**src/rtl/lft_pkg.sv**
```systemverilog
package lft_pkg;

  localparam int ADDR_W = 2;

  typedef enum logic [ADDR_W-1:0] {
    REG_CTRL    = 2'd0,
    REG_PRELOAD = 2'd1,
    REG_COUNT   = 2'd2,
    REG_NONE    = 2'd3
  } reg_addr_e;

  // bit 2 freeze enable, bit 1 run, bit 0 enable
  typedef struct packed {
    logic freeze_en;
    logic run;
    logic en;
  } ctrl_t;

  localparam int CTRL_W = $bits(ctrl_t);

  function automatic logic ctrl_active(input ctrl_t c);
    return c.en & c.run;
  endfunction

endpackage

```
**src/rtl/lft_edge_sync.sv**
```systemverilog
module lft_edge_sync #(
  parameter int STAGES = 2
) (
  input  logic clk,
  input  logic rst_n,
  input  logic async_in,
  output logic rise
);
  localparam int LAST = STAGES;

  logic [LAST:0] shift_q;

  always_ff @(posedge clk or negedge rst_n) begin
    if (!rst_n) shift_q <= '0;
    else        shift_q <= {shift_q[LAST-1:0], async_in};
  end

  assign rise = shift_q[LAST-1] & ~shift_q[LAST];

  AST_STEP_SPACED: assert property (@(posedge clk) disable iff (!rst_n)
    rise |=> !rise);

endmodule

```
**src/rtl/lft_regs.sv**
```systemverilog
module lft_regs
  import lft_pkg::*;
#(
  parameter int CNT_W  = 28,
  parameter int DATA_W = 32
) (
  input  logic                  clk,
  input  logic                  rst_n,
  input  logic                  bus_wr,
  input  logic [ADDR_W-1:0]     bus_addr,
  input  logic [CNT_W-1:0]      bus_wdata,
  input  logic [CNT_W-1:0]      count_q,
  output logic [DATA_W-1:0]     bus_rdata,
  output ctrl_t                 ctrl_q,
  output logic [CNT_W-1:0]      preload_q,
  output logic                  stop_wr,
  output logic                  start_rise
);
  ctrl_t ctrl_new;
  logic  ctrl_wr;
  logic  preload_wr;

  assign ctrl_new   = ctrl_t'(bus_wdata[CTRL_W-1:0]);
  assign ctrl_wr    = bus_wr && (bus_addr == REG_CTRL);
  assign preload_wr = bus_wr && (bus_addr == REG_PRELOAD);
  assign stop_wr    = ctrl_wr && !ctrl_new.en;
  assign start_rise = ctrl_wr && ctrl_active(ctrl_new) && !ctrl_active(ctrl_q);

  always_ff @(posedge clk or negedge rst_n) begin
    if (!rst_n) begin
      ctrl_q    <= '0;
      preload_q <= '0;
    end else begin
      if (ctrl_wr)    ctrl_q    <= ctrl_new;
      if (preload_wr) preload_q <= bus_wdata;
    end
  end

  always_comb begin
    unique case (bus_addr)
      REG_CTRL:    bus_rdata = DATA_W'(ctrl_q);
      REG_PRELOAD: bus_rdata = DATA_W'(preload_q);
      REG_COUNT:   bus_rdata = DATA_W'(count_q);
      default:     bus_rdata = '0;
    endcase
  end

  AST_UPPER_ZERO: assert property (@(posedge clk) disable iff (!rst_n)
    bus_rdata[DATA_W-1:CNT_W] == '0);

  AST_PRELOAD_KEEP: assert property (@(posedge clk) disable iff (!rst_n)
    !preload_wr |=> $stable(preload_q));

endmodule

```
**src/rtl/lft_core.sv**
```systemverilog
module lft_core
  import lft_pkg::*;
#(
  parameter int CNT_W = 28
) (
  input  logic             clk,
  input  logic             rst_n,
  input  logic             lf_step,
  input  logic             debug_halt,
  input  ctrl_t            ctrl_q,
  input  logic [CNT_W-1:0] preload_q,
  input  logic             stop_wr,
  input  logic             start_rise,
  output logic [CNT_W-1:0] count_q,
  output logic             irq_q
);
  localparam logic [CNT_W-1:0] ONE = CNT_W'(1);

  function automatic logic [CNT_W-1:0] next_value(
    input logic [CNT_W-1:0] cur,
    input logic [CNT_W-1:0] reload
  );
    return (cur == '0) ? reload : cur - ONE;
  endfunction

  logic pend_q;
  logic frozen;
  logic advance;
  logic hit;
  logic override;

  assign frozen   = ctrl_q.freeze_en & debug_halt;
  assign advance  = lf_step & ctrl_active(ctrl_q) & ~frozen;
  assign hit      = advance & ~pend_q & (count_q == ONE);
  assign override = stop_wr | start_rise;

  always_ff @(posedge clk or negedge rst_n) begin
    if (!rst_n) begin
      count_q <= '0;
      pend_q  <= 1'b0;
      irq_q   <= 1'b0;
    end else begin
      irq_q <= hit & ~override;
      if (stop_wr) begin
        count_q <= '0;
        pend_q  <= 1'b0;
      end else if (start_rise) begin
        count_q <= '0;
        pend_q  <= 1'b1;
      end else if (advance) begin
        if (pend_q) begin
          count_q <= preload_q;
          pend_q  <= 1'b0;
        end else begin
          count_q <= next_value(count_q, preload_q);
        end
      end
    end
  end

  AST_STEP_DEC: assert property (@(posedge clk) disable iff (!rst_n)
    (advance && !pend_q && count_q != '0 && !override)
      |=> count_q == $past(count_q) - ONE);

  AST_PEND_ZERO: assert property (@(posedge clk) disable iff (!rst_n)
    pend_q |-> count_q == '0);

  AST_RELOAD: assert property (@(posedge clk) disable iff (!rst_n)
    (advance && !override && (pend_q || count_q == '0))
      |=> count_q == $past(preload_q));

  AST_IRQ_PULSE: assert property (@(posedge clk) disable iff (!rst_n)
    irq_q |=> !irq_q);

  AST_IRQ_ZERO: assert property (@(posedge clk) disable iff (!rst_n)
    irq_q |-> count_q == '0);

  AST_HALT_HOLD: assert property (@(posedge clk) disable iff (!rst_n)
    (lf_step && frozen && !override) |=> ($stable(count_q) && $stable(pend_q)));

  AST_STOP_CLEAR: assert property (@(posedge clk) disable iff (!rst_n)
    stop_wr |=> (count_q == '0 && !pend_q && !irq_q));

  AST_IDLE_HOLD: assert property (@(posedge clk) disable iff (!rst_n)
    (!advance && !override) |=> $stable(count_q));

endmodule

```
**src/rtl/lf_tick_timer.sv**
```systemverilog
module lf_tick_timer
  import lft_pkg::*;
#(
  parameter int CNT_W       = 28,
  parameter int DATA_W      = 32,
  parameter int SYNC_STAGES = 2
) (
  input  logic              clk,
  input  logic              rst_n,
  input  logic              lf_clk,
  input  logic              debug_halt,
  input  logic              bus_wr,
  input  logic [1:0]        bus_addr,
  input  logic [CNT_W-1:0]  bus_wdata,
  output logic [DATA_W-1:0] bus_rdata,
  output logic              irq
);
  logic             lf_step;
  ctrl_t            ctrl_q;
  logic [CNT_W-1:0] preload_q;
  logic [CNT_W-1:0] count_q;
  logic             stop_wr;
  logic             start_rise;

  lft_edge_sync #(.STAGES(SYNC_STAGES)) u_sync (
    .clk      (clk),
    .rst_n    (rst_n),
    .async_in (lf_clk),
    .rise     (lf_step)
  );

  lft_regs #(.CNT_W(CNT_W), .DATA_W(DATA_W)) u_regs (
    .clk        (clk),
    .rst_n      (rst_n),
    .bus_wr     (bus_wr),
    .bus_addr   (bus_addr),
    .bus_wdata  (bus_wdata),
    .count_q    (count_q),
    .bus_rdata  (bus_rdata),
    .ctrl_q     (ctrl_q),
    .preload_q  (preload_q),
    .stop_wr    (stop_wr),
    .start_rise (start_rise)
  );

  lft_core #(.CNT_W(CNT_W)) u_core (
    .clk        (clk),
    .rst_n      (rst_n),
    .lf_step    (lf_step),
    .debug_halt (debug_halt),
    .ctrl_q     (ctrl_q),
    .preload_q  (preload_q),
    .stop_wr    (stop_wr),
    .start_rise (start_rise),
    .count_q    (count_q),
    .irq_q      (irq)
  );

endmodule

```
**config.mk**
```make
export PLATFORM = sky130hd
export DESIGN_NAME = lf_tick_timer
export DESIGN_NICKNAME = d
export VERILOG_FILES = /design/src/rtl/lft_pkg.sv /design/src/rtl/lft_edge_sync.sv /design/src/rtl/lft_regs.sv /design/src/rtl/lft_core.sv /design/src/rtl/lf_tick_timer.sv
export SDC_FILE = /design/constraint.sdc
export NUM_CORES = 1
export LEC_CHECK = 0
export BUFFER_PORTS_ARGS = -buffer_cell sky130_fd_sc_hd__clkbuf_2
export CAP_MARGIN = 20
export CORE_UTILIZATION = 56
export DETAILED_ROUTE_END_ITERATION = 8
export PLACE_DENSITY = 0.82
export SLEW_MARGIN = 5
export SYNTH_ARGS = -nofsm -noshare
export SYNTH_HDL_FRONTEND = slang
export SYNTH_SLANG_ARGS = --single-unit
```
**constraint.sdc**
```tcl
create_clock -name clk -period 3 [get_ports clk]
set_clock_uncertainty 0.2 [all_clocks]
set_input_delay 0.3 -clock clk [delete_from_list [all_inputs] [get_ports clk]]
set_output_delay 0.3 -clock clk [all_outputs]
set_load 0.03 [all_outputs]
```
==> summary.txt <==
Floorplanning
  • Height of the die: between 80 and 90 um
  • Total die area: 0.00694 sq mm
  • # rows: 29
  • I/O pin total: between 60 and 70
  • Initial Util: about 58%
  • Chip Width: between 80 and 90 um
  • Core area: roughly 0.0063 sq mm

Synthesis
  • Post-synthesis sequential area ratio: 43.3%
  • Seq cells post-synth: 64
  • Mean post-synth cell area: between 10 and 15 sq um
  • Distinct cells, synth: 49
  • Synth Cell Area: 0.00370 sq mm
  • Syn Inst Count: between 300 and 400
  • Post-synth top flop: dfrtp_1
  • Warning count from the yosys run: 0
  • EDFF count, synth: 0
  • Synth async-reset ratio: 100%

Critical path
  • CP max stage delay: roughly 0.55 ns
  • Critical-path top delay cell: o211ai_4
  • CP Launch Type: flip-flop
  • Worst path cell trace: inv_1, ha_1, nor4b_1, nand4_1, o211ai_4, o21ai_0, a211o_1
  • Setup CP Type: flip-flop to flip-flop
  • CP Capture Type: flip-flop
  • WP data arrival: around 2.7 ns
  • Crit-path max FO: 22
  • Buf+Inv Stages, Crit Path: 1
  • CP top delay family: compound AO/OA/AOI/OAI gates
  • CP required: roughly 3.0 ns

CTS
  • Clk_lat worst skew: between 0.3 and 0.4 ns
  • CTS buffer count: 9
  • Worst-path clk slew: 0.07 ns
  • CTS max path bufs: 2
  • H-tree levels: 3
  • Clk sinks: 64
  • Root buffer cell: clkbuf_8
  • TritonCTS clock tree: yes

Route
  • Iteration-0 DRC count of the detailed router: ~220
  • Post-Route WL: ~9300 um
  • Antenna viol nets, final: 0
  • Vias per cell: 6.21
  • Total number of vias: around 3,300
  • Pre-antenna DRT Iters: 5
  • DRC errors left: 0
  • Wire length per cell: 17.7 um

Run
  • Max_cap viols: 0

Layout
  • Area grow syn2layout: 22.8%
  • Non-filler cells, final: roughly 530
  • Layout cells sized above 1: between 20% and 30%
  • Fillers: around 490
  • ANT cells: 0
  • # nets final: 482

Timing
  • Final min period: 2.71 ns
  • Crit share post-route: about 90%
  • Hold Worst Slack: about 0.013 ns
  • RSZ-0062 raised after global routing: no
  • TNS Setup: 0 ns
  • Highest clock rate: about 370 MHz
  • Fin. Hold Viols: 0
  • # setup viols final: 0
  • Slew Limit Headroom: around 52%
  • Least-Margin Pin Slew: 0.723 ns
  • Max-slew violation total from the final report: 0

Power
  • Total Power Consumption: 3.86 mW
  • Static leakage: between 2 and 2.5 nW
  • PwrDens: roughly 850 mW/mm^2
  • Worst vdd ir: 457 uV

GRT
  • Total gr overflow: 0
  • Largest net degree at the start of global routing: 65
  • Initial antenna violation count: 0
  • Met1 track demand over resource: 38.2%
  • GR peak layer: met2
  • Grt met3 use: under 10%
  • Number of global-route vias before repair: ~3,300
  • Global Route Usage Sum: 28.4%
  • Global-route met2 utilization: 44.3%
  • First-pass GRT wire length: 15,700 um

Place
  • Half-perimeter wire length after placement: between 6000 and 7000 um
  • Placed cells: between 400 and 500
  • # port buffers: 63
  • Final Wtd Congestion: approximately 0.85

Outcome
  • Status: complete, no violations

Worst hold path
  • HP Class: input pin to flip-flop
-- kinds of logic after synthesis --
family | count (synthesis) | share of synthesized area [%]
adders and majority gates | 3 | 1.01
DFF | 64 | 43.3
buffers and inverters | 39 | 5.17
and+or+nand+nor | 103 | 16.4
xor gates and xnor gates | 2 | 0.473
muxes | 52 | 15.1
other | 1 | 0.101
AOI/OAI and AO/OA | 93 | 18.4
-- power by group --
part | internal (mW) | leakage [nW] | switching [mW]
clock network | 0.343 | 0.0838 | 0.313
logic | 0.814 | 1.22 | 1.04
registers | 1.07 | 0.799 | 0.281
total | 2.23 | 2.10 | 1.64
-- metal layers --
metal	vias up	wire length [um]
li1	1528	-
met1	1606	4310
met2	108	4380
met3	16	421
met4	0	179
met5	-	0
-- registers in the layout, indices dropped and copies added, names as in the netlist --
signal            flops
u_core.count_q       28
u_core.pend_q         1
u_sync.shift_q        3
u_core.irq_q          1
u_regs.preload_q     28
u_regs.ctrl_q         3
-- final timing paths --
| kind | start | endpoint | slack, ns | cells after the start |
|---|---|---|---|---|
| worst max-delay path | u_core.count_q[0] | u_core.count_q[15] | 0.29 | 7 |
| worst min-delay path | bus_wdata[8] | u_regs.preload_q[8] | 0.01 | 2 |
| worst max register to register | u_core.count_q[0] | u_core.count_q[15] | 0.29 | 7 |
| worst min register to register | u_sync.shift_q[0] | u_sync.shift_q[1] | 0.15 | 0 |
| max in group asynchronous | rst_n | u_core.count_q[22] | 1.99 | 3 |
| min in group asynchronous | rst_n | u_regs.preload_q[9] | 0.28 | 3 |
-- through the flow --
step	setup WS (ns)	util, %	instance area [sq um]
2_1_floorplan	0.838	-	3710
3_3_place_gp	0.295	64.9	4120
3_5_place_dp	0.201	64.9	4120
4_1_cts	0.175	71.4	4540
5_1_grt	0.108	71.6	4550
6_report	0.290	71.6	4550
-- cell type report --
cell class / instances / area [sq um] / share of cell area, %
sequential: 64 / 1600 / 35.2
timing repair buffer: 105 / 718 / 15.8
multi-input combinational: 257 / 1940 / 42.6
clock buffer: 15 / 166 / 3.66
inverter: 7 / 26.3 / 0.578
tap: 77 / 96.3 / 2.12
-- placed cells by master, fill, tap and decap left out, types with 14 or more instances in the layout --
cell type / count
o21ai_0: 25
dlygate4sd3_1: 25
nor2_1: 14
clkbuf_2: 63
dfrtp_1: 64
mux2_2: 31
o2bb2ai_1: 14
nor3_1: 18
a22o_1: 27
nand2_1: 18
mux2i_1: 21
buf_4: 15
-- timing repair --
item | 4_1_cts | 5_1_grt
buffers inserted | 0 | 0
hold buffers | 25 | 0
endpoints found under the hold margin | 88 | 0
endpoints found under the setup margin | 0 | 3
resized for setup | 0 | 1
-- Yosys cell counts, types with 4 or more instances --
library cell / instances / share of area [%]
a21oi_1: 4 / 0.54
a22o_1: 27 / 6.4
buf_2: 9 / 1.2
buf_4: 7 / 1.4
clkbuf_1: 15 / 1.5
dfrtp_1: 64 / 43
inv_1: 7 / 0.71
mux2_2: 31 / 9.4
mux2i_1: 21 / 5.7
nand2_1: 18 / 1.8
nand3_1: 7 / 0.95
nor2_1: 14 / 1.4
nor3_1: 18 / 2.4
nor4_1: 11 / 1.9
o21ai_0: 25 / 3.4
o2bb2ai_1: 14 / 3.3
Note: power is estimated with default switching activity, not from simulation.
